$ cat src/rtl/acc_bmk_pkg.sv
package acc_bmk_pkg;
   localparam int ADDR_W = 3;

   typedef enum logic [ADDR_W-1:0] {
      RA_CTRL = 3'd0,
      RA_ICNT = 3'd1,
      RA_DCNT = 3'd2,
      RA_THR  = 3'd3,
      RA_FLAG = 3'd4,
      RA_IEN  = 3'd5,
      RA_FCLR = 3'd6,
      RA_FSET = 3'd7
   } acc_bmk_addr_e;

   localparam int CTL_W      = 4;
   localparam int CB_IEN     = 0;
   localparam int CB_DEN     = 1;
   localparam int CB_CMP_EN  = 2;
   localparam int CB_CMP_SEL = 3;
endpackage

$ cat src/rtl/acc_bmk_counter.sv
module acc_bmk_counter #(
   parameter int W = 32
) (
   input  logic         clk,
   input  logic         rst_n,
   input  logic         en,
   input  logic         stb,
   input  logic         ld,
   input  logic [W-1:0] ld_val,
   output logic [W-1:0] cnt
);
   always_ff @(posedge clk or negedge rst_n) begin
      if (!rst_n)          cnt <= '0;
      else if (ld)         cnt <= ld_val;
      else if (en && stb)  cnt <= cnt + 1'b1;
   end
endmodule

$ cat src/rtl/acc_bmk_match.sv
module acc_bmk_match #(
   parameter int W = 32
) (
   input  logic         clk,
   input  logic         rst_n,
   input  logic         cmp_en,
   input  logic         sel,
   input  logic [W-1:0] cnt_a,
   input  logic [W-1:0] cnt_b,
   input  logic [W-1:0] thr,
   output logic         hit
);
   logic eq_now;
   logic eq_prev;

   assign eq_now = cmp_en && ((sel ? cnt_b : cnt_a) == thr);
   assign hit    = eq_now && !eq_prev;

   always_ff @(posedge clk or negedge rst_n) begin
      if (!rst_n) eq_prev <= 1'b0;
      else        eq_prev <= eq_now;
   end
endmodule

$ cat src/rtl/acc_bmk_flags.sv
module acc_bmk_flags #(
   parameter int FW = 10
) (
   input  logic          clk,
   input  logic          rst_n,
   input  logic [FW-1:0] set_vec,
   input  logic [FW-1:0] clr_vec,
   input  logic          ien_ld,
   input  logic [FW-1:0] ien_val,
   output logic [FW-1:0] flags,
   output logic [FW-1:0] ien,
   output logic          irq
);
   always_ff @(posedge clk or negedge rst_n) begin
      if (!rst_n) begin
         flags <= '0;
         ien   <= '0;
      end else begin
         flags <= (flags & ~clr_vec) | set_vec;
         if (ien_ld) ien <= ien_val;
      end
   end

   assign irq = |(flags & ien);
endmodule

$ cat src/rtl/acc_bmk_unit.sv
module acc_bmk_unit
   import acc_bmk_pkg::*;
#(
   parameter int CNT_W     = 32,
   parameter int DATA_W    = 32,
   parameter int FLAG_W    = 10,
   parameter int MATCH_BIT = 8
) (
   input  logic              clk,
   input  logic              rst_n,
   input  logic              fetch_stb,
   input  logic              dread_stb,
   input  logic [FLAG_W-1:0] ext_flags,
   input  logic              wr_en,
   input  logic [2:0]        wr_addr,
   input  logic [DATA_W-1:0] wr_data,
   input  logic [2:0]        rd_addr,
   output logic [DATA_W-1:0] rd_data,
   output logic              irq
);
   localparam int NCNT = 2;

   if (MATCH_BIT >= FLAG_W) begin : g_bad_match_bit
      $error("MATCH_BIT must lie inside the flag register");
   end
   if (DATA_W < CNT_W || DATA_W < FLAG_W || DATA_W < CTL_W) begin : g_bad_data_w
      $error("DATA_W must cover counters, flags and control");
   end

   logic [CTL_W-1:0]  ctl_q;
   logic [CNT_W-1:0]  thr_q;
   logic [CNT_W-1:0]  cnt_q [NCNT];
   logic [CNT_W-1:0]  cnt_i;
   logic [CNT_W-1:0]  cnt_d;
   logic [NCNT-1:0]   stb_vec;
   logic              hit;
   logic [FLAG_W-1:0] flg_q;
   logic [FLAG_W-1:0] ien_q;
   logic [FLAG_W-1:0] set_vec;
   logic [FLAG_W-1:0] clr_vec;
   logic [FLAG_W-1:0] hit_vec;

   assign stb_vec = {dread_stb, fetch_stb};

   for (genvar gi = 0; gi < NCNT; gi++) begin : g_cnt
      localparam logic [2:0] LD_ADDR = (gi == 0) ? RA_ICNT : RA_DCNT;
      acc_bmk_counter #(.W(CNT_W)) u_cnt (
         .clk   (clk),
         .rst_n (rst_n),
         .en    (ctl_q[CB_IEN + gi]),
         .stb   (stb_vec[gi]),
         .ld    (wr_en && (wr_addr == LD_ADDR)),
         .ld_val(wr_data[CNT_W-1:0]),
         .cnt   (cnt_q[gi])
      );
   end

   assign cnt_i = cnt_q[0];
   assign cnt_d = cnt_q[1];

   always_ff @(posedge clk or negedge rst_n) begin
      if (!rst_n) begin
         ctl_q <= '0;
         thr_q <= '0;
      end else if (wr_en) begin
         if (wr_addr == RA_CTRL) ctl_q <= wr_data[CTL_W-1:0];
         if (wr_addr == RA_THR)  thr_q <= wr_data[CNT_W-1:0];
      end
   end

   acc_bmk_match #(.W(CNT_W)) u_match (
      .clk   (clk),
      .rst_n (rst_n),
      .cmp_en(ctl_q[CB_CMP_EN]),
      .sel   (ctl_q[CB_CMP_SEL]),
      .cnt_a (cnt_i),
      .cnt_b (cnt_d),
      .thr   (thr_q),
      .hit   (hit)
   );

   always_comb begin
      hit_vec            = '0;
      hit_vec[MATCH_BIT] = hit;
      set_vec = ext_flags | hit_vec;
      clr_vec = '0;
      if (wr_en && wr_addr == RA_FSET) set_vec = set_vec | wr_data[FLAG_W-1:0];
      if (wr_en && wr_addr == RA_FCLR) clr_vec = wr_data[FLAG_W-1:0];
   end

   acc_bmk_flags #(.FW(FLAG_W)) u_flags (
      .clk    (clk),
      .rst_n  (rst_n),
      .set_vec(set_vec),
      .clr_vec(clr_vec),
      .ien_ld (wr_en && wr_addr == RA_IEN),
      .ien_val(wr_data[FLAG_W-1:0]),
      .flags  (flg_q),
      .ien    (ien_q),
      .irq    (irq)
   );

   always_comb begin
      case (rd_addr)
         RA_CTRL: rd_data = DATA_W'(ctl_q);
         RA_ICNT: rd_data = DATA_W'(cnt_i);
         RA_DCNT: rd_data = DATA_W'(cnt_d);
         RA_THR:  rd_data = DATA_W'(thr_q);
         RA_FLAG: rd_data = DATA_W'(flg_q);
         RA_IEN:  rd_data = DATA_W'(ien_q);
         default: rd_data = '0;
      endcase
   end
endmodule

$ cat config.mk
export PLATFORM = sky130hd
export DESIGN_NAME = acc_bmk_unit
export DESIGN_NICKNAME = d
export VERILOG_FILES = /design/src/rtl/acc_bmk_pkg.sv /design/src/rtl/acc_bmk_counter.sv /design/src/rtl/acc_bmk_match.sv /design/src/rtl/acc_bmk_flags.sv /design/src/rtl/acc_bmk_unit.sv
export SDC_FILE = /design/constraint.sdc
export NUM_CORES = 1
export LEC_CHECK = 0
export BUFFER_PORTS_ARGS = -buffer_cell sky130_fd_sc_hd__buf_4
export CAP_MARGIN = 0
export CELL_PAD_IN_SITES_DETAIL_PLACEMENT = 2
export CELL_PAD_IN_SITES_GLOBAL_PLACEMENT = 2
export CORE_MARGIN = 2
export CORE_UTILIZATION = 35
export DETAILED_ROUTE_END_ITERATION = 6
export GPL_TIMING_DRIVEN = 0
export PLACE_DENSITY = 0.75
export SYNTH_ARGS = -nofsm -noshare
export SYNTH_HDL_FRONTEND = slang
export SYNTH_SLANG_ARGS = --single-unit
$ cat constraint.sdc
create_clock -name clk -period 3 [get_ports clk]
set_clock_uncertainty 0.2 [all_clocks]
set_input_delay 0.45 -clock clk [delete_from_list [all_inputs] [get_ports clk]]
set_output_delay 0.45 -clock clk [all_outputs]
set_load 0.05 [all_outputs]
### Word-level counts from Yosys, hierarchy flattened

Cells that the tools add are included.

| cells by class | value |
|---|---|
| add/subtract/negate cells | 2 |
| div/mod/pow operators | 0 |
| multipliers | 0 |
| reductions and logical operators | 17 |
| shifts and indexed selects | 0 |
| multiplexer cells | 8 |
| bitwise gates (word level) | 6 |
| magnitude comparators | 0 |
| eq/ne operators | 12 |

Operators by type and width:

| kind | count |
|---|---|
| one-hot mux 32 bit (6 select lines) | 1 |
| two-way mux 32 bit | 5 |
| adder 32 x 1 -> 32 bit, second input constant | 2 |
| == test 32 bit | 1 |
| bitwise AND 10 bit | 2 |
| two-way mux 10 bit | 2 |
| OR 10 bit | 2 |
| == test 3 bit, second input constant | 5 |
| == test 3 x 2 -> 1 bit, second input constant | 4 |
| inverter 10 bit | 1 |
| OR 10 x 9 -> 10 bit | 1 |
| OR reduction 10 bit | 1 |
| logical AND 1 bit | 9 |
| == test 3 x 1 -> 1 bit, second input constant | 2 |
| logical NOT 3 bit | 2 |
| AND reduction 2 bit | 2 |
| nonzero test 2 bit | 2 |
| logical NOT 1 bit | 1 |

| storage, ports and cells | value |
|---|---|
| bits in latches | 0 |
| output and inout bits | 33 |
| memories kept | 0 |
| memory bits (read-only) | 0 |
| register bits after elaboration | 121 |
| memory bits (writable) | 0 |
| word-level logic and storage cells | 52 |
| bits of input ports | 53 |

### Logic depth before layout (Yosys ltp)

Gate-level depths: netlist of the first run.

| depth | value |
|---|---|
| word-level depth | 8 |
| mapped depth | 7 |

### Hierarchy

From an unflattened synthesis of the first run, not the netlist that was laid out.

| second synthesis, totals | value |
|---|---|
| cell total of the unflattened synthesis | 830 |
| area total of the unflattened synthesis | 8,111.5 um^2 |

Modules (own cells, without submodules):

| module | instances | sequential area each (um^2) | cells an instance | area each (um^2) |
|---|---|---|---|---|
| acc_bmk_unit | 1 | 900.9 | 247 | 2,677.6 |
| acc_bmk_counter at g_cnt[1].u_cnt | 1 | 800.8 | 225 | 1,943.1 |
| acc_bmk_counter at g_cnt[0].u_cnt | 1 | 800.8 | 216 | 1,935.6 |
| acc_bmk_flags | 1 | 500.5 | 57 | 785.8 |
| acc_bmk_match | 1 | 25.0 | 85 | 769.5 |

### Worst setup path before layout of the first run

Ideal clock, no wire load.

| path | value |
|---|---|
| path type | input port to output port |
| from | input port rd_addr[0] |
| to | output port rd_data[0] |
| required time | 2,350 ps |
| buffers on the path | 2 |
| slack | 244 ps |
| stages on the path | 4 |
| arrival time | 2,106 ps |
| path through | clkbuf_1 buf_1 mux2i_1 o22ai_1 |

| between the ends | value |
|---|---|
| longest elaborated chain between the ends | 2 |
| elaborated cells on any way between the ends | 7 |

Ends and longest elaborated chain:

| element | line | source |
|---|---|---|
| start, declared | acc_bmk_unit.sv:17 | `input logic [2:0] rd_addr,` |
| == test 3 bit (tied with other cells) | acc_bmk_unit.sv:104 | `case (rd_addr)` |
| one-hot mux 32 bit (6 select lines) * | acc_bmk_unit.sv:104 |  |
| end, declared | acc_bmk_unit.sv:18 | `output logic [DATA_W-1:0] rd_data,` |

Every way passes the cells marked *; elsewhere a longest branch is shown, timed or not.

### Worst setup path in the final report of the first run

| path | value |
|---|---|
| from | input port rd_addr[1] |
| to | output port rd_data[7] |

The elaborated chain is that of the path after synthesis.

==> results of run 1 <==
[sequential cells by signal, indices dropped and copies added, names as in the netlist]
register         cells
ctl_q                4
g_cnt.u_cnt.cnt     64
u_match.eq_prev      1
u_flags.flags       10
thr_q               32
u_flags.ien         10
[what timing repair did]
action	CTS	global route
resized for setup	4	6
endpoints found under the setup margin	24	6
endpoints found under the hold margin	52	0
hold buffers	7	0
buffers inserted	0	0
cloned	0	0
[area by class of cell]
cell class | instances | area share
Inverter | 10 | 0.004093
Timing Repair Buffer | 93 | 0.08104
Antenna cell | 1 | 0.0002729
Clock inverter | 15 | 0.02074
Tap cell | 275 | 0.03752
Multi-Input combinational cell | 584 | 0.4568
Clock buffer | 17 | 0.04638
Sequential cell | 121 | 0.3301
Buffer | 51 | 0.02306
[routing by layer]
| layer | GRT usage | up-vias |
|---|---|---|
| li1 | - | 3009 |
| met1 | 0.3463 | 3590 |
| met2 | 0.4741 | 173 |
| met3 | 0.04634 | 54 |
| met4 | 0.1344 | 0 |
| met5 | 0 | - |
[power by group through the flow]
| stage | Clock (mW) | Sequential [mW] | Combinational [mW] |
|---|---|---|---|
| 6_report | 2.23 | 2.54 | 1.90 |
| 5_1_grt | 2.31 | 2.58 | 2.05 |
| 4_1_cts | 2.24 | 2.52 | 1.89 |
| 3_5_place_dp | 0 | 2.54 | 1.85 |
| 3_3_place_gp | 0 | 2.49 | 1.78 |
| 2_1_floorplan | 0 | 2.32 | 1.29 |
[per-stage QoR]
step                TNS (ps)  setup slack [ps]
global placement      -22560            -636.8
finish                     0             53.56
floorplan                  0             243.5
detailed placement     -3017            -239.3
global route               0           0.04663
CTS                   -81.43            -81.43
[cells in the mapped netlist (11+ instances only)]
library cell | instances | area, um2
mux2i_1 | 43 | 430.4
xor2_1 | 21 | 183.9
nor3_1 | 17 | 85.08
a22oi_1 | 33 | 247.7
nand2_1 | 89 | 334.1
o21ai_0 | 66 | 330.3
a21boi_0 | 11 | 82.58
nor2_1 | 42 | 157.7
dfrtp_1 | 121 | 3028
nand3_1 | 20 | 100.1
xnor2_1 | 59 | 516.8
nand4_1 | 17 | 106.4
clkbuf_1 | 38 | 142.6
o22ai_1 | 13 | 81.33
nor4_1 | 16 | 100.1
mux2_2 | 73 | 822.0
[worst register-to-register path: stages (launching register included)]
cell and delay, ps:
dfrtp_1 490, and3_1 330, nand4_1 470, clkbuf_1 470, nor3_1 370, xnor2_1 180
o21ai_0 140
[logic make-up after synthesis]
family	after synthesis	synth area share
simple gates	234	0.1555
compound gates	149	0.1304
flops	121	0.4073
mux	118	0.1745
xor+xnor	81	0.09643
buf+inv	61	0.03248
fa+ha+maj	2	0.003365
[worst max-delay path by stage]
| stage | startpoint | to | cells past startpoint |
|---|---|---|---|
| floorplan | rd_addr[0] | rd_data[0] | 4 |
| CTS | ctl_q[3] | rd_data[3] | 6 |
| detailed placement | rd_addr[0] | rd_data[3] | 6 |
| finish | rd_addr[1] | rd_data[7] | 6 |
| global placement | wr_addr[2] | g_cnt[0].u_cnt.cnt[8] | 6 |
| global route | rd_addr[1] | rd_data[6] | 6 |
==> key figures, run 1 <==
Run status
  – Status: finished, final reports clean

Timing
  – Relative slew slack: 0.2606
  – Hold Fails Final Rpt: 0
  – Fmax: 0.3394 GHz
  – Fin. max-slew vios: 0
  – Measured slew at the worst slew-check pin: 1104 ps
  – RSZ-0062 raised after global routing: false
  – Crit path time final: just under 3000 ps
  – Final setup violation count: 0
  – Hold slack final: 18.91 ps
  – Final Cycle Share: 0.9821

Floorplan
  – Core region area: 0.02096 mm2
  – Die ar.: 0.02242 mm2
  – Die height: 149.7 um
  – IO Count: between 80 and 90
  – Starting Density: 0.3548
  – Site Rows: 53
  – Die width: 149.7 um

Worst hold path
  – Worst Hold Path Cells: 2
  – Min-Delay Endpoint: u_flags.flags[9]
  – Hold Crit Start: ext_flags[9]
  – Worst hold-check path type: input pin to flop

Global routing
  – Initial antenna violation count: 0
  – First-pass GRT wire length: 46.14 mm
  – GRT overflow: 0
  – GR Util All Layers: 0.2796
  – Vias in the first global route: 7,583
  – Largest net degree at the start of global routing: 76

Cells and area
  – Layout Nets: 933
  – P&R area growth vs syn: 23.36%
  – FILL cells: 2,298
  – Commonest non-fill, non-tap cells in the layout: 121 x dfrtp_1, 89 x nand2_1, 83 x buf_4, 73 x mux2_2, 66 x o21ai_0
  – Share of layout cells above drive strength 1: 0.2379
  – Area of the multi-input gates: 0.004189 mm2
  – FF+latch area: 0.003028 mm2
  – Non-filler cells, final: between 1k and 1.5k
  – Commonest non-fill, non-tap cell in the layout: dfrtp_1
  – Post-route design area: between 0.009 and 0.01 mm2
  – Final core utilization: 0.4377

Synth
  – Gate Count Post-Synth: 766
  – Register area share after synthesis: 0.4073
  – Most used DFF post-synth: dfrtp_1
  – Syn_nets: 821
  – Distinct cell type count after synthesis: 46
  – Synth Area per Inst: 9.706 um2
  – Synth warnings: 0
  – Post-synth EDFFs: 0
  – Mapped Area: between 0.007 and 0.008 mm2
  – Flops & latches, synth: 121
  – Asr flop ratio synth: 1.000

Clock tree
  – Clock slew at reported path FFs: 60 ps
  – Clk sink count: approximately 120
  – CTS tree: built
  – Worst-Skew Late Latency: around 440 ps
  – H-tree levels: 4
  – Bufs on Longest Clock Path: 2
  – TritonCTS Buffers: 17
  – CTS root buf: clkbuf_16

Worst setup path
  – Critical path class: input pin to primary output
  – Startpoint type of the worst setup path: input pin
  – Critical Path AT: between 2000 and 2500 ps
  – Max FO, Critical Path: 10
  – Critical Path, Cell by Cell: buf_4 > clkbuf_1 > buf_1 > a22oi_1 > o22ai_1 > buf_4
  – Critical path's top delay family: buffers and inverters
  – Setup slack, reg-to-reg: 190 ps
  – Reg2reg path depth: 6
  – R2R Path End: g_cnt[0].u_cnt.cnt[23]
  – CP bufs+invs: 4
  – Crit-path most repeated cell: buf_4
  – Worst path max stage delay: 610 ps
  – CP Capture Type: primary output
  – Critical Path RT: 2350 ps
  – CP max-delay cell: buf_1
  – R2r startpoint: g_cnt[0].u_cnt.cnt[9]

Pwr
  – Register share of total power: 0.381
  – Clock power frac: 0.335
  – P_int: 4.137 mW
  – PD cells: 726.2 mW/mm2
  – Net Switching: 2.523 mW
  – Final total power: 6.660 mW
  – Combinational Power Share: 0.285
  – VDD IR max: 0.0003401 V
  – Leakage: between 3 and 4 nW
  – Net Sw Frac: 0.3788

Drt
  – Vias: 6,826
  – Met1 WL: 12.82 mm
  – Initial DRC Count: ~430
  – Vias per cell: just under 6
  – First drt pass iteration count: 4
  – WL final: 30.26 mm
  – # DRC: 0
  – WL/cell: ~26 um
  – Met3 wire length: 1.246 mm
  – Post-DRT Antenna Nets: 0
  – Met2 wire len: 15.21 mm
  – Top layer used by detailed routing: met4

Flow run
  – MaxCap Viol Count: 0

Placed design
  – DP Area: 0.008462 mm2
  – Number of I/O port buffers: 84
  – Final HPWL DP: 21.89 mm
  – Placed insts: 1,127
  – Routability cong.: 0.8560
Note: power is estimated with default switching activity, not from simulation.
==> run 2, diff against run 1 <==
==> constraint.sdc (replaced) <==
create_clock -name clk -period 3 [get_ports clk]
set_clock_uncertainty 0.2 [all_clocks]
set_input_delay 0.45 -clock clk [delete_from_list [all_inputs] [get_ports clk]]
set_output_delay 0.45 -clock clk [all_outputs]
set_load 0.02 [all_outputs]
==> key figures, run 2 (same netlist as run 1, synthesis figures left out) <==
Run status
  – Status: finished, final reports clean

Floorplan
  – IO Count: 86
  – Starting Density: 0.3548
  – Site Rows: 53
  – Core region area: 0.02096 mm2
  – Die ar.: roughly 0.022 mm2
  – Die height: 149.7 um
  – Die width: 149.7 um

Pwr
  – Clock power frac: 0.341
  – PD cells: 712.6 mW/mm2
  – Net Sw Frac: 0.3673
  – Net Switching: 2.400 mW
  – P_int: a little over 4 mW
  – VDD IR max: 0.0003434 V
  – Leakage: 3.577 nW
  – Register share of total power: 0.388
  – Combinational Power Share: 0.271

Cells and area
  – Max FFs per register: 64
  – Commonest non-fill, non-tap cells in the layout: 121 x dfrtp_1, 89 x nand2_1, 83 x buf_4, 73 x mux2_2, 66 x o21ai_0
  – Most flops, register: g_cnt.u_cnt.cnt
  – Final core utilization: 0.4376
  – Share of layout cells above drive strength 1: 0.2368
  – Regs by FF count: g_cnt.u_cnt.cnt x64, thr_q x32
  – Layout Nets: 933
  – Commonest non-fill, non-tap cell in the layout: dfrtp_1
  – P&R area growth vs syn: 23.34%

Placed design
  – Number of I/O port buffers: 84
  – Routability cong.: 0.8560
  – Final HPWL DP: 21.89 mm

Drt
  – Met2 wire len: 15.10 mm
  – Post-DRT Antenna Nets: 0
  – Met3 wire length: between 1 and 1.5 mm
  – First drt pass iteration count: 5
  – WL final: approximately 30 mm
  – # DRC: 0
  – Top layer used by detailed routing: met4
  – WL/cell: 25.98 um
  – Vias: 6,823
  – Initial DRC Count: between 400 and 500
  – Met1 WL: 13.00 mm
  – Vias per cell: 5.847

Worst setup path
  – CP bufs+invs: 4
  – Startpoint type of the worst setup path: input pin
  – Critical Path RT: roughly 2400 ps
  – Critical path class: input pin to primary output
  – Critical Path AT: between 2000 and 2500 ps
  – Critical Path, Cell by Cell: buf_4 > clkbuf_1 > buf_1 > a22oi_1 > o22ai_1 > buf_4
  – Worst path max stage delay: 610 ps
  – CP max-delay cell: buf_1
  – CP Capture Type: primary output
  – Max FO, Critical Path: 10
  – Critical path's top delay family: buffers and inverters
  – Crit-path most repeated cell: buf_4

Clock tree
  – Clock slew at reported path FFs: roughly 60 ps
  – Clk sink count: between 100 and 150
  – Postcts setup bufs: 0
  – Worst-Skew Late Latency: around 440 ps
  – H-tree levels: 4
  – Bufs on Longest Clock Path: 2
  – TritonCTS Buffers: 17
  – CTS tree: built
  – CTS root buf: clkbuf_16

Timing
  – Hold Fails Final Rpt: 0
  – Fin. max-slew vios: 0
  – RSZ-0062 raised after global routing: false
  – Fmax: between 0.3 and 0.4 GHz
  – Setup TNS: 0 ps
  – Measured slew at the worst slew-check pin: 1108 ps
  – Crit path time final: 2902 ps
  – Final Cycle Share: 0.9672
  – Final setup violation count: 0
  – Relative slew slack: 0.2579

Global routing
  – GRT overflow: 0
  – GR Util All Layers: 0.2796
  – Largest net degree at the start of global routing: 76
  – Initial antenna violation count: 0
  – Vias in the first global route: around 7.6k
  – First-pass GRT wire length: 46.14 mm

Worst hold path
  – Worst hold-check path type: input pin to flop

Flow run
  – MaxCap Viol Count: 0
==> run 2: cell count changes in the layout (fill, tap and decap cells not counted), sizes merged <==
cell / before / now
clkbuf: 58 / 57
buf: 96 / 97
==> run 2: area by class of cell <==
| type | instances | area (um2) |
|---|---|---|
| Timing Repair Buffer | 93 | 743.2 |
| Buffer | 51 | 210.2 |
| Inverter | 10 | 37.54 |
| Antenna cell | 1 | 2.502 |
| Clock buffer | 17 | 425.4 |
| Multi-Input combinational cell | 584 | 4189 |
| Fill cell | 2298 | 11790 |
| Tap cell | 275 | 344.1 |
| Clock inverter | 15 | 190.2 |
| Sequential cell | 121 | 3028 |
==> run 2: power by group through the flow <==
stage | registers, mW | clock network, mW | logic, mW
global route | 2.58 | 2.31 | 1.92
global placement | 2.49 | 0 | 1.65
CTS | 2.52 | 2.24 | 1.76
floorplan | 2.32 | 0 | 1.17
detailed placement | 2.54 | 0 | 1.73
finish | 2.54 | 2.23 | 1.77
==> run 2: metrics by stage <==
stage / power, mW / instance area [um2] / setup WS [ps] / cells / hold slack [ps]
CTS: 6.528 / 9158 / -48.19 / 1166 / 8.936
global placement: 4.143 / 8409 / -636.8 / 1125 / 292.2
floorplan: 3.493 / 7435 / 653.7 / 766 / -45.59
finish: 6.535 / 9170 / 98.49 / 1167 / 16.74
detailed placement: 4.263 / 8462 / -195.4 / 1127 / 228.9
global route: 6.810 / 9168 / 37.72 / 1166 / 18.45
==> run 2: metal layers <==
metal,track usage,vias up
met1,0.3463,3586
li1,-,3007
met2,0.4741,169
met5,0,-
met4,0.1344,0
met3,0.04634,61
==> run 2: what timing repair did <==
item	in CTS	in global routing
pin swaps	0	0
hold buffers	7	0
endpoints found under the hold margin	52	0
setup endpoints to repair	23	4
resized for setup	4	5
==> run 2: final timing paths <==
kind,start,slack (ps),end,depth (start not counted)
worst max-delay path,rd_addr[1],100,rd_data[7],6
worst min-delay path,ext_flags[9],20,u_flags.flags[9],2
worst max register to register,g_cnt[0].u_cnt.cnt[9],220,g_cnt[0].u_cnt.cnt[30],6
worst min register to register,u_match.eq_prev,290,u_flags.flags[8],1
max in group asynchronous,rst_n,1500,g_cnt[1].u_cnt.cnt[13],3
min in group asynchronous,rst_n,320,g_cnt[0].u_cnt.cnt[24],2
